[config.mk]
export PLATFORM = sky130hd
export DESIGN_NAME = ptp_time_counter
export DESIGN_NICKNAME = d
export VERILOG_FILES = /design/src/rtl/ptp_pkg.sv /design/src/rtl/ptp_cmd_ctrl.sv /design/src/rtl/ptp_rate_gen.sv /design/src/rtl/ptp_time_core.sv /design/src/rtl/ptp_time_counter.sv
export SDC_FILE = /design/constraint.sdc
export NUM_CORES = 1
export LEC_CHECK = 0
export BUFFER_PORTS_ARGS = -buffer_cell sky130_fd_sc_hd__buf_2
export CAP_MARGIN = 20
export CORE_AREA = 2 2 210 212
export CTS_CLUSTER_DIAMETER = 150
export CTS_CLUSTER_SIZE = 24
export DETAILED_ROUTE_END_ITERATION = 8
export DIE_AREA = 0 0 212 214
export PLACE_DENSITY = 0.7
export RECOVER_POWER = 100
export SYNTH_ARGS = -nofsm -noshare
export SYNTH_HDL_FRONTEND = slang
export SYNTH_SLANG_ARGS = --single-unit
[constraint.sdc]
create_clock -name clk -period 6.4 [get_ports clk]
set_input_delay 0.96 -clock clk [delete_from_list [all_inputs] [get_ports clk]]
set_output_delay 0.96 -clock clk [all_outputs]
set_load 0.01 [all_outputs]
[src/rtl/ptp_pkg.sv]
package ptp_pkg;
  localparam int unsigned SEC_W = 32;
  localparam int unsigned NS_W  = 32;
  localparam int unsigned STEP_W = 8;
  localparam int unsigned RATE_W = 32;
  localparam logic [NS_W-1:0] NS_PER_SEC = 32'd1_000_000_000;
endpackage

[src/rtl/ptp_cmd_ctrl.sv]
module ptp_cmd_ctrl #(
  parameter int unsigned SEC_W  = 32,
  parameter int unsigned NS_W   = 32,
  parameter int unsigned RATE_W = 32
) (
  input  logic              clk,
  input  logic              rst_n,
  input  logic              init_req,
  input  logic              upd_req,
  input  logic              rate_req,
  input  logic [SEC_W-1:0]  set_sec,
  input  logic [NS_W-1:0]   set_ns,
  input  logic [RATE_W-1:0] rate_in,
  output logic              pend_init,
  output logic              pend_upd,
  output logic              pend_rate,
  output logic [SEC_W-1:0]  cap_sec,
  output logic [NS_W-1:0]   cap_ns,
  output logic [RATE_W-1:0] cap_rate
);
  logic slot_busy;
  assign slot_busy = pend_init | pend_upd;

  always_ff @(posedge clk or negedge rst_n) begin
    if (!rst_n) begin
      pend_init <= 1'b0;
      pend_upd  <= 1'b0;
      cap_sec   <= '0;
      cap_ns    <= '0;
    end else if (slot_busy) begin
      pend_init <= 1'b0;
      pend_upd  <= 1'b0;
    end else if (init_req || upd_req) begin
      pend_init <= init_req;
      pend_upd  <= ~init_req;
      cap_sec   <= set_sec;
      cap_ns    <= set_ns;
    end
  end

  always_ff @(posedge clk or negedge rst_n) begin
    if (!rst_n) begin
      pend_rate <= 1'b0;
      cap_rate  <= '0;
    end else if (pend_rate) begin
      pend_rate <= 1'b0;
    end else if (rate_req) begin
      pend_rate <= 1'b1;
      cap_rate  <= rate_in;
    end
  end

  AST_ONE_TIME_CMD: assert property (@(posedge clk) disable iff (!rst_n)
    !(pend_init && pend_upd));
  AST_INIT_SELFCLR: assert property (@(posedge clk) disable iff (!rst_n)
    pend_init |=> !pend_init);
  AST_UPD_SELFCLR: assert property (@(posedge clk) disable iff (!rst_n)
    pend_upd |=> !pend_upd);
  AST_RATE_SELFCLR: assert property (@(posedge clk) disable iff (!rst_n)
    pend_rate |=> !pend_rate);
  AST_CAPTURE_HELD: assert property (@(posedge clk) disable iff (!rst_n)
    slot_busy |=> $stable(cap_ns) && $stable(cap_sec));
endmodule

[src/rtl/ptp_rate_gen.sv]
module ptp_rate_gen #(
  parameter int unsigned RATE_W = 32
) (
  input  logic              clk,
  input  logic              rst_n,
  input  logic              fine_en,
  input  logic              load,
  input  logic [RATE_W-1:0] load_val,
  output logic              tick
);
  logic [RATE_W-1:0] rate_q;
  logic [RATE_W-1:0] acc_q;
  logic [RATE_W:0]   acc_sum;

  assign acc_sum = {1'b0, acc_q} + {1'b0, rate_q};
  assign tick    = fine_en ? acc_sum[RATE_W] : 1'b1;

  always_ff @(posedge clk or negedge rst_n) begin
    if (!rst_n) begin
      acc_q  <= '0;
      rate_q <= '0;
    end else begin
      acc_q <= acc_sum[RATE_W-1:0];
      if (load) rate_q <= load_val;
    end
  end

  AST_ZERO_RATE_IDLE: assert property (@(posedge clk) disable iff (!rst_n)
    (fine_en && rate_q == '0) |-> !tick);
endmodule

[src/rtl/ptp_time_core.sv]
module ptp_time_core
  import ptp_pkg::*;
#(
  parameter int unsigned SEC_W  = 32,
  parameter int unsigned NS_W   = 32,
  parameter int unsigned STEP_W = 8
) (
  input  logic              clk,
  input  logic              rst_n,
  input  logic              tick,
  input  logic [STEP_W-1:0] step_ns,
  input  logic              do_init,
  input  logic              do_upd,
  input  logic [SEC_W-1:0]  cap_sec,
  input  logic [NS_W-1:0]   cap_ns,
  output logic [SEC_W-1:0]  time_sec,
  output logic [NS_W-1:0]   time_ns,
  output logic              sec_pulse
);
  localparam int unsigned SUM_W = NS_W + 1;
  localparam logic [SUM_W-1:0] LIMIT = {1'b0, NS_PER_SEC};

  logic [SUM_W-1:0] step_sum, off_sum;
  logic             sub_mode;
  logic [SEC_W-1:0] sec_nx;
  logic [NS_W-1:0]  ns_nx;

  assign step_sum = {1'b0, time_ns} + SUM_W'(step_ns);
  assign off_sum  = {1'b0, time_ns} + {2'b00, cap_ns[NS_W-2:0]};
  assign sub_mode = cap_ns[NS_W-1];

  always_comb begin
    sec_nx = time_sec;
    ns_nx  = time_ns;
    if (do_init) begin
      sec_nx = cap_sec;
      ns_nx  = cap_ns;
    end else if (do_upd) begin
      if (off_sum >= LIMIT) begin
        ns_nx  = NS_W'(off_sum - LIMIT);
        sec_nx = sub_mode ? time_sec - cap_sec : time_sec + cap_sec + 1'b1;
      end else begin
        ns_nx  = off_sum[NS_W-1:0];
        sec_nx = sub_mode ? time_sec - cap_sec - 1'b1 : time_sec + cap_sec;
      end
    end else if (tick) begin
      if (step_sum >= LIMIT) begin
        ns_nx  = NS_W'(step_sum - LIMIT);
        sec_nx = time_sec + 1'b1;
      end else begin
        ns_nx  = step_sum[NS_W-1:0];
      end
    end
  end

  always_ff @(posedge clk or negedge rst_n) begin
    if (!rst_n) begin
      time_sec  <= '0;
      time_ns   <= '0;
      sec_pulse <= 1'b0;
    end else begin
      time_sec  <= sec_nx;
      time_ns   <= ns_nx;
      sec_pulse <= (sec_nx != time_sec);
    end
  end

  AST_NS_RANGE: assert property (@(posedge clk) disable iff (!rst_n)
    time_ns < NS_PER_SEC);
  AST_SEC_PULSE: assert property (@(posedge clk) disable iff (!rst_n)
    sec_pulse |-> time_sec != $past(time_sec));
  AST_INIT_LOAD: assert property (@(posedge clk) disable iff (!rst_n)
    do_init |=> time_sec == $past(cap_sec) && time_ns == $past(cap_ns));
endmodule

[src/rtl/ptp_time_counter.sv]
module ptp_time_counter
  import ptp_pkg::*;
(
  input  logic              clk,
  input  logic              rst_n,
  input  logic              fine_en,
  input  logic [STEP_W-1:0] step_ns,
  input  logic [SEC_W-1:0]  set_sec,
  input  logic [NS_W-1:0]   set_ns,
  input  logic [RATE_W-1:0] rate_in,
  input  logic              init_req,
  input  logic              upd_req,
  input  logic              rate_req,
  output logic              init_busy,
  output logic              upd_busy,
  output logic              addend_busy,
  output logic [SEC_W-1:0]  time_sec,
  output logic [NS_W-1:0]   time_ns,
  output logic              sec_pulse
);
  logic [SEC_W-1:0]  cap_sec;
  logic [NS_W-1:0]   cap_ns;
  logic [RATE_W-1:0] cap_rate;
  logic              tick;

  ptp_cmd_ctrl #(.SEC_W(SEC_W), .NS_W(NS_W), .RATE_W(RATE_W)) u_cmd (
    .clk(clk), .rst_n(rst_n), .init_req(init_req), .upd_req(upd_req),
    .rate_req(rate_req), .set_sec(set_sec), .set_ns(set_ns), .rate_in(rate_in),
    .pend_init(init_busy), .pend_upd(upd_busy), .pend_rate(addend_busy),
    .cap_sec(cap_sec), .cap_ns(cap_ns), .cap_rate(cap_rate));

  ptp_rate_gen #(.RATE_W(RATE_W)) u_rate (
    .clk(clk), .rst_n(rst_n), .fine_en(fine_en), .load(addend_busy),
    .load_val(cap_rate), .tick(tick));

  ptp_time_core #(.SEC_W(SEC_W), .NS_W(NS_W), .STEP_W(STEP_W)) u_core (
    .clk(clk), .rst_n(rst_n), .tick(tick), .step_ns(step_ns),
    .do_init(init_busy), .do_upd(upd_busy), .cap_sec(cap_sec), .cap_ns(cap_ns),
    .time_sec(time_sec), .time_ns(time_ns), .sec_pulse(sec_pulse));

  AST_COARSE_STEP: assert property (@(posedge clk) disable iff (!rst_n)
    (!fine_en && !init_busy && !upd_busy && time_ns < 32'd999_000_000)
      |=> time_ns == $past(time_ns) + 32'($past(step_ns)));
endmodule

# Word-level counts from Yosys, hierarchy flattened
# Cells that the tools add are included.
# Widths: inputs -> output; s select.
[totals] regBits=228
[op_classes] n_reduce_logical=5 n_mux=19 addsub=10 magnitude_cmp=2 n_bitwise=4 eq_ne=1
[op_table] op="$mux 32" n=12
[op_table] op="$ge 33x30->1 const B" n=2
[op_table] op="$add 32x1->32 const B" n=2
[op_table] op="$sub 32x30->32 const B" n=2
[op_table] op="$add 32x31->33" n=1
[op_table] op="$add 32x32->33" n=1
[op_table] op="$add 32x8->33" n=1
[op_table] op="$add 32x32->32" n=1
[op_table] op="$ne 32x32->1" n=1
[op_table] op="$sub 32x1->32 const B" n=1
[op_table] op="$sub 32x32->32" n=1
[op_table] op="$mux 1" n=7
[op_table] op="$reduce_and 2->1" n=2
[op_table] op="$not 1->1" n=3
[op_table] op="$reduce_bool 3->1" n=1
[op_table] op="$reduce_bool 2->1" n=1
[op_table] op="$logic_or 1x1->1" n=1
[op_table] op="$or 1x1->1" n=1

# Longest topological paths before layout
[logic_depth] depth_word=7 depth_mapped=24 ltp_nobuf=21

# Hierarchy
# Synthesis repeated with hierarchy kept, for this count alone.
[hier_totals] hier_cells=2843 hier_area_um2=23243.5
[modules_own_cells] module="ptp_time_core" area_per_inst_um2=15562.4 cells_per_inst=2244 instances=1 seq_area_each_um2=1626.6
[modules_own_cells] module="ptp_rate_gen" area_per_inst_um2=3993.8 cells_per_inst=389 instances=1 seq_area_each_um2=1601.5
[modules_own_cells] module="ptp_cmd_ctrl" area_per_inst_um2=3687.3 cells_per_inst=210 instances=1 seq_area_each_um2=2477.4

# Least setup slack after synthesis
# Ideal clock, no wire load.
[synth_path] path_kind="input to register" start="input port step_ns[1]" end="register u_core.sec_pulse" arrival_ns=5.316 setup_ns=0.142 cell_stages=23 slack_ns=0.943 path_cell_list="ha_1 -> a211oi_1 -> o21a_1 -> or3b_1 -> and2_0 -> clkbuf_1 -> clkbuf_1 -> nor2_1 -> xnor2_1 -> ha_1 -> o21bai_1 -> nand2_1 -> a2111oi_2 -> a211oi_2 -> o21ai_1 -> or4_1 -> clkbuf_1 -> o31a_1 -> a2bb2oi_1 -> o311ai_0 -> a2111oi_0 -> a41o_1 -> nand4b_1"
[synth_between] elab_chain_cells=7
[synth_lines] item="from (decl)" line="ptp_time_counter.sv:7" source="input logic [STEP_W-1:0] step_ns,"
[synth_lines] item="$add 32x8->33" line="ptp_time_core.sv:28" source="assign step_sum = {1'b0, time_ns} + SUM_W'(step_ns);"
[synth_lines] item="$ge 33x30->1" line="ptp_time_core.sv:47" source="if (step_sum >= LIMIT) begin"
[synth_lines] item="$mux 32" line="ptp_time_core.sv:47"
[synth_lines] item="$mux 32" line="ptp_time_core.sv:46" source="end else if (tick) begin"
[synth_lines] item="$mux 32" line="ptp_time_core.sv:38" source="end else if (do_upd) begin"
[synth_lines] item="$mux 32" line="ptp_time_core.sv:35" source="if (do_init) begin"
[synth_lines] item="$ne 32x32->1" line="ptp_time_core.sv:64" source="sec_pulse <= (sec_nx != time_sec);"
[synth_lines] item="to (signal assigned)" line="ptp_time_core.sv:64"
[synth_lines] item="to (decl)" line="ptp_time_core.sv:18" source="output logic sec_pulse"
# No other way between the ends.
# A chain may end at the register's enable or synchronous reset.

# Worst setup path after layout
[layout_path] start="register u_core.time_ns[0]" end="register u_core.sec_pulse"
[layout_between] elab_chain_cells=7 elab_cells_between_ends=10 cone_classes="add/sub: 2; order compare: 2; eq/ne: 1; mux: 5"
[layout_lines] item="from (decl)" line="ptp_time_core.sv:17" source="output logic [NS_W-1:0] time_ns,"
[layout_lines] item="from (signal assigned)" line="ptp_time_core.sv:63" source="time_ns <= ns_nx;"
[layout_lines] item="$add 32x8->33" line="ptp_time_core.sv:28"
[layout_lines] item="$ge 33x30->1" line="ptp_time_core.sv:47"
[layout_lines] item="$mux 32" line="ptp_time_core.sv:47"
[layout_lines] item="$mux 32" line="ptp_time_core.sv:46"
[layout_lines] item="$mux 32 *" line="ptp_time_core.sv:38"
[layout_lines] item="$mux 32 *" line="ptp_time_core.sv:35"
[layout_lines] item="$ne 32x32->1 *" line="ptp_time_core.sv:64"
# Mark *: on every way between the ends. The rest lies on a longest branch, timed or not.

==> results.py <==
metrics = {
    "global_routing": {
        "grt_pass1_vias": 21600,
        "grt_overflow": 0,
        "track_usage_pct": 34.2,
        "grt_pass1_wl_microns": 123000,
        "grt_max_degree": 150,
        "antenna_found_initial": 3,
    },
    "power": {
        "finalPower_mw": 14.5,
        "leakage_nw": 9.83,
        "ir_drop_uv": 280,
        "powerDensity_mw_per_mm2": 599,
    },
    "logic_synthesis": {
        "yosysSeqAreaShare_pct": 25.8,
        "synthAdderAreaFrac_pct": 8.27,
        "synth_fp_nets": 2975,
        "ys.flop_type": "dfrtp_1",
        "synth-simple-area-share_pct": 21.2,
        "synth_warnings": 0,
        "yosys_register_bits": 228,
        "synth_compound_area_share_pct": 24.7,
        "syn_area_sq_mm": 0.0221,
        "syn_inst": 2722,
        "postSynth.asyncResetShare_pct": 100,
        "synthMuxAreaShare_pct": 6.10,
        "synth_area_per_cell_sq_um": 8.11,
        "synth_edf_count": 0,
        "synth_xor_area_share_pct": 9.50,
        "synth_cell_type_count": 104,
        "synth_top_family_by_area": "compound AO/OA/AOI/OAI gates",
    },
    "die": {
        "coreArea_sq_mm": 0.0429,
        "rows": 76,
        "die_h_microns": 214,
        "initial_core_util_pct": 51.5,
        "die_area_sq_mm": 0.0454,
        "die_w_microns": 212,
        "top_level_ports": 178,
    },
    "worst_setup_path": {
        "endpoint_kind": "flip-flop",
        "slowest_stage": "a211oi_1",
        "cp_cell_sequence": "ha_1 > inv_1 > fa_1 > nand2b_1 > a21oi_2 > o31ai_2 > or4_4 > a311oi_4 > o2111ai_1 > a211oi_4 > nor2_1 > a21oi_4 > buf_12 > o21ai_0 > a211oi_1 > mux2i_1 > o211ai_1 > nand4b_1 > nor4_1 > nand4b_1",
        "path_class": "reg2reg",
        "cp_common_cell": "nand4b_1",
        "cpPeakStageDelay_ps": 630,
        "path_max_fanout": 27,
        "crit_required_ps": 6820,
        "arrival_ps": 6550,
        "cp_top_family": "compound AO/OA/AOI/OAI gates",
        "cp-start-kind": "flip-flop",
        "crit_buf_inv": 2,
    },
    "clock_tree": {
        "root_buffer": "clkbuf_16",
        "cts_tree": "built",
        "clockBufferDepth": 3,
        "hold_buffers": 0,
        "cts_setup_buffers": 0,
        "clk_latency_ps": 540,
        "cts.sinks": 228,
        "ctsHtreeMaxLevel": 1,
        "clkTransAtPathRegs_ps": 120,
        "cts_made_buffers": 13,
    },
    "layout": {
        "area_delta_synth_final_pct": 9.20,
        "utilization_pct": 56.2,
        "layout-drive-gt1-share_pct": 13.0,
        "nets": 3120,
    },
    "detailed_routing": {
        "drtPass1Iterations": 6,
        "wl_per_cell_microns": 22.8,
        "drtIter0Drc": 2116,
        "wl_met2_microns": 37100,
        "route.met3.wl_microns": 4590,
        "wl_met1_microns": 32600,
        "ant_nets": 0,
        "via_per_inst": 6.38,
        "drc_errors": 0,
        "highest_layer": "met5",
        "vias": 22100,
        "wirelength_microns": 78800,
    },
    "sta": {
        "period_share_pct": 95.9,
        "relSlewSlack_pct": -231,
        "timing.final.ws_setup_ps": 265,
        "setup_violations": 0,
        "layout_min_cycle_time_ps": 6140,
        "fmaxAchievable_mhz": 163,
        "hold_violations": 0,
        "rsz0062_at_grt": "no",
        "slew_viol_final": 392,
        "fin_skew_ps": 38.7,
        "fin_tns_setup_ps": 0,
        "hold_ws_ps": 489,
        "worst_slew_pin_slew_ps": 4960,
    },
    "placement": {
        "pre_cts_ws_ps": 234,
        "dpl.hpwl_microns": 60600,
        "io_buffers": 177,
        "gp_congestion": 1.02,
    },
    "outcome": {
        "status": "complete, but fails checks",
        "violations": "capacitance limit, slew limit",
    },
    "flow_run": {
        "cap_violations": 7,
    },
    "hold_path": {
        "min_path_type": "reg2reg",
    },
}
## state kept, by name, summed over array words and instances, names as in the netlist
register / flops
u_core.time_sec: 32
u_cmd.cap_rate: 32
u_cmd.pend_init: 1
u_cmd.cap_ns: 32
u_cmd.cap_sec: 32
u_rate.acc_q: 32
u_core.sec_pulse: 1
u_core.time_ns: 32
u_cmd.pend_upd: 1
u_rate.rate_q: 32
u_cmd.pend_rate: 1
## layout make-up
cell class | instances | area [sq um]
diodes | 2 | 5.00
clock buffers | 16 | 357
clock inverters | 3 | 21.3
fillers | 4060 | 18800
inverters | 114 | 428
multi-input cells | 2243 | 15500
flip-flops and latches | 228 | 5710
well taps | 585 | 732
repair buffers | 267 | 1410
## metal layers
layer	track usage [%]	up-vias
met3	3.94	230
met2	57.3	888
met1	43.2	10600
met4	17.8	4
li1	-	10300
met5	0	-
## cell usage after synthesis, types with 10 or more instances
library cell / number / area, sq um
nand2_1: 236 / 886
dfrtp_1: 228 / 5710
nor2_1: 227 / 852
o21ai_0: 193 / 966
a21oi_1: 189 / 946
xnor2_1: 156 / 1370
ha_1: 138 / 1730
inv_1: 109 / 409
clkbuf_1: 104 / 390
mux2_2: 97 / 1090
xor2_1: 81 / 709
nand3_1: 80 / 400
nor3_1: 69 / 345
a211oi_1: 44 / 330
nand4_1: 44 / 275
a21o_1: 42 / 315
o211ai_1: 33 / 248
o21bai_1: 33 / 248
or3_1: 33 / 206
nor4_1: 32 / 200
a31oi_1: 30 / 188
and3_1: 29 / 181
o21a_1: 28 / 210
o31ai_1: 28 / 210
nor2b_1: 26 / 163
nand2b_1: 25 / 156
mux2i_1: 21 / 210
and2_1: 19 / 119
buf_2: 18 / 90.1
a211o_1: 16 / 140
a22oi_1: 15 / 113
a2111oi_0: 14 / 123
o22ai_1: 14 / 87.6
o31a_1: 14 / 123
or4_1: 14 / 105
nor3b_1: 11 / 82.6
o21ai_1: 11 / 55.1
or2_2: 11 / 68.8
nor4b_1: 10 / 87.6
## kinds of logic after synthesis
| family | after synthesis |
|---|---|
| buf+inv | 251 |
| mux | 120 |
| fa+ha+maj | 143 |
| xor+xnor | 238 |
| simple gates | 922 |
| compound gates | 820 |
| flops | 228 |
## power breakdown
group / switching [mW] / internal (mW)
registers: 0.557 / 1.90
clock network: 0.539 / 0.403
logic: 6.94 / 4.12
total: 8.04 / 6.42
## through the flow
stage / std cells / cell area, sq um
after floorplan: 2722 / 22100
after global placement: 3436 / 23900
after detailed placement: 3437 / 23900
after CTS: 3456 / 24300
after global routing: 3457 / 24100
final: 3458 / 24100
## worst paths after layout
kind / from / endpoint / slack [ps] / depth (start not counted)
worst min register to register: u_cmd.cap_rate[1]$_DFFE_PN0P_ / u_rate.rate_q[1]$_DFFE_PN0P_ / 490 / 2
worst max-delay path: u_core.time_ns[0]$_DFFE_PN0P_ / u_core.sec_pulse$_DFF_PN0_ / 260 / 20
min in group asynchronous: rst_n / u_core.time_sec[13]$_DFF_PN0_ / 2180 / 1
worst min-delay path: u_cmd.cap_rate[1]$_DFFE_PN0P_ / u_rate.rate_q[1]$_DFFE_PN0P_ / 490 / 2
max in group asynchronous: rst_n / u_rate.rate_q[30]$_DFFE_PN0P_ / 1130 / 2
worst max register to register: u_core.time_ns[0]$_DFFE_PN0P_ / u_core.sec_pulse$_DFF_PN0_ / 260 / 20
## worst register-to-register path: stages, from the launching register on
cell       delay (ps)
dfrtp_1           430
ha_1              200
inv_1              70
fa_1              420
nand2b_1          210
a21oi_2           210
o31ai_2           140
or4_4             580
a311oi_4          420
o2111ai_1         320
a211oi_4          470
nor2_1            160
a21oi_4           300
buf_12            250
o21ai_0           120
a211oi_1          630
mux2i_1           300
o211ai_1          120
nand4b_1          230
nor4_1            330
nand4b_1          130
## what timing repair did
action / CTS / global route
resized for setup: 0 / 7
hold endpoints to repair: 0 / 0
endpoints found under the setup margin: 0 / 1
## cells in the final DEF, fill, tap and decap left out, drive strengths merged, types with 36 or more instances in the layout
master  instances
nor4           36
xnor2         156
a21o           42
nand2         236
mux2           97
inv           111
nand4          45
xor2           81
nand3          80
clkbuf         91
dfrtp         228
o21ai         204
ha            138
buf           192
a21oi         193
a211oi         48
nor3           71
nor2          228
(Power assumes the default switching activity.)
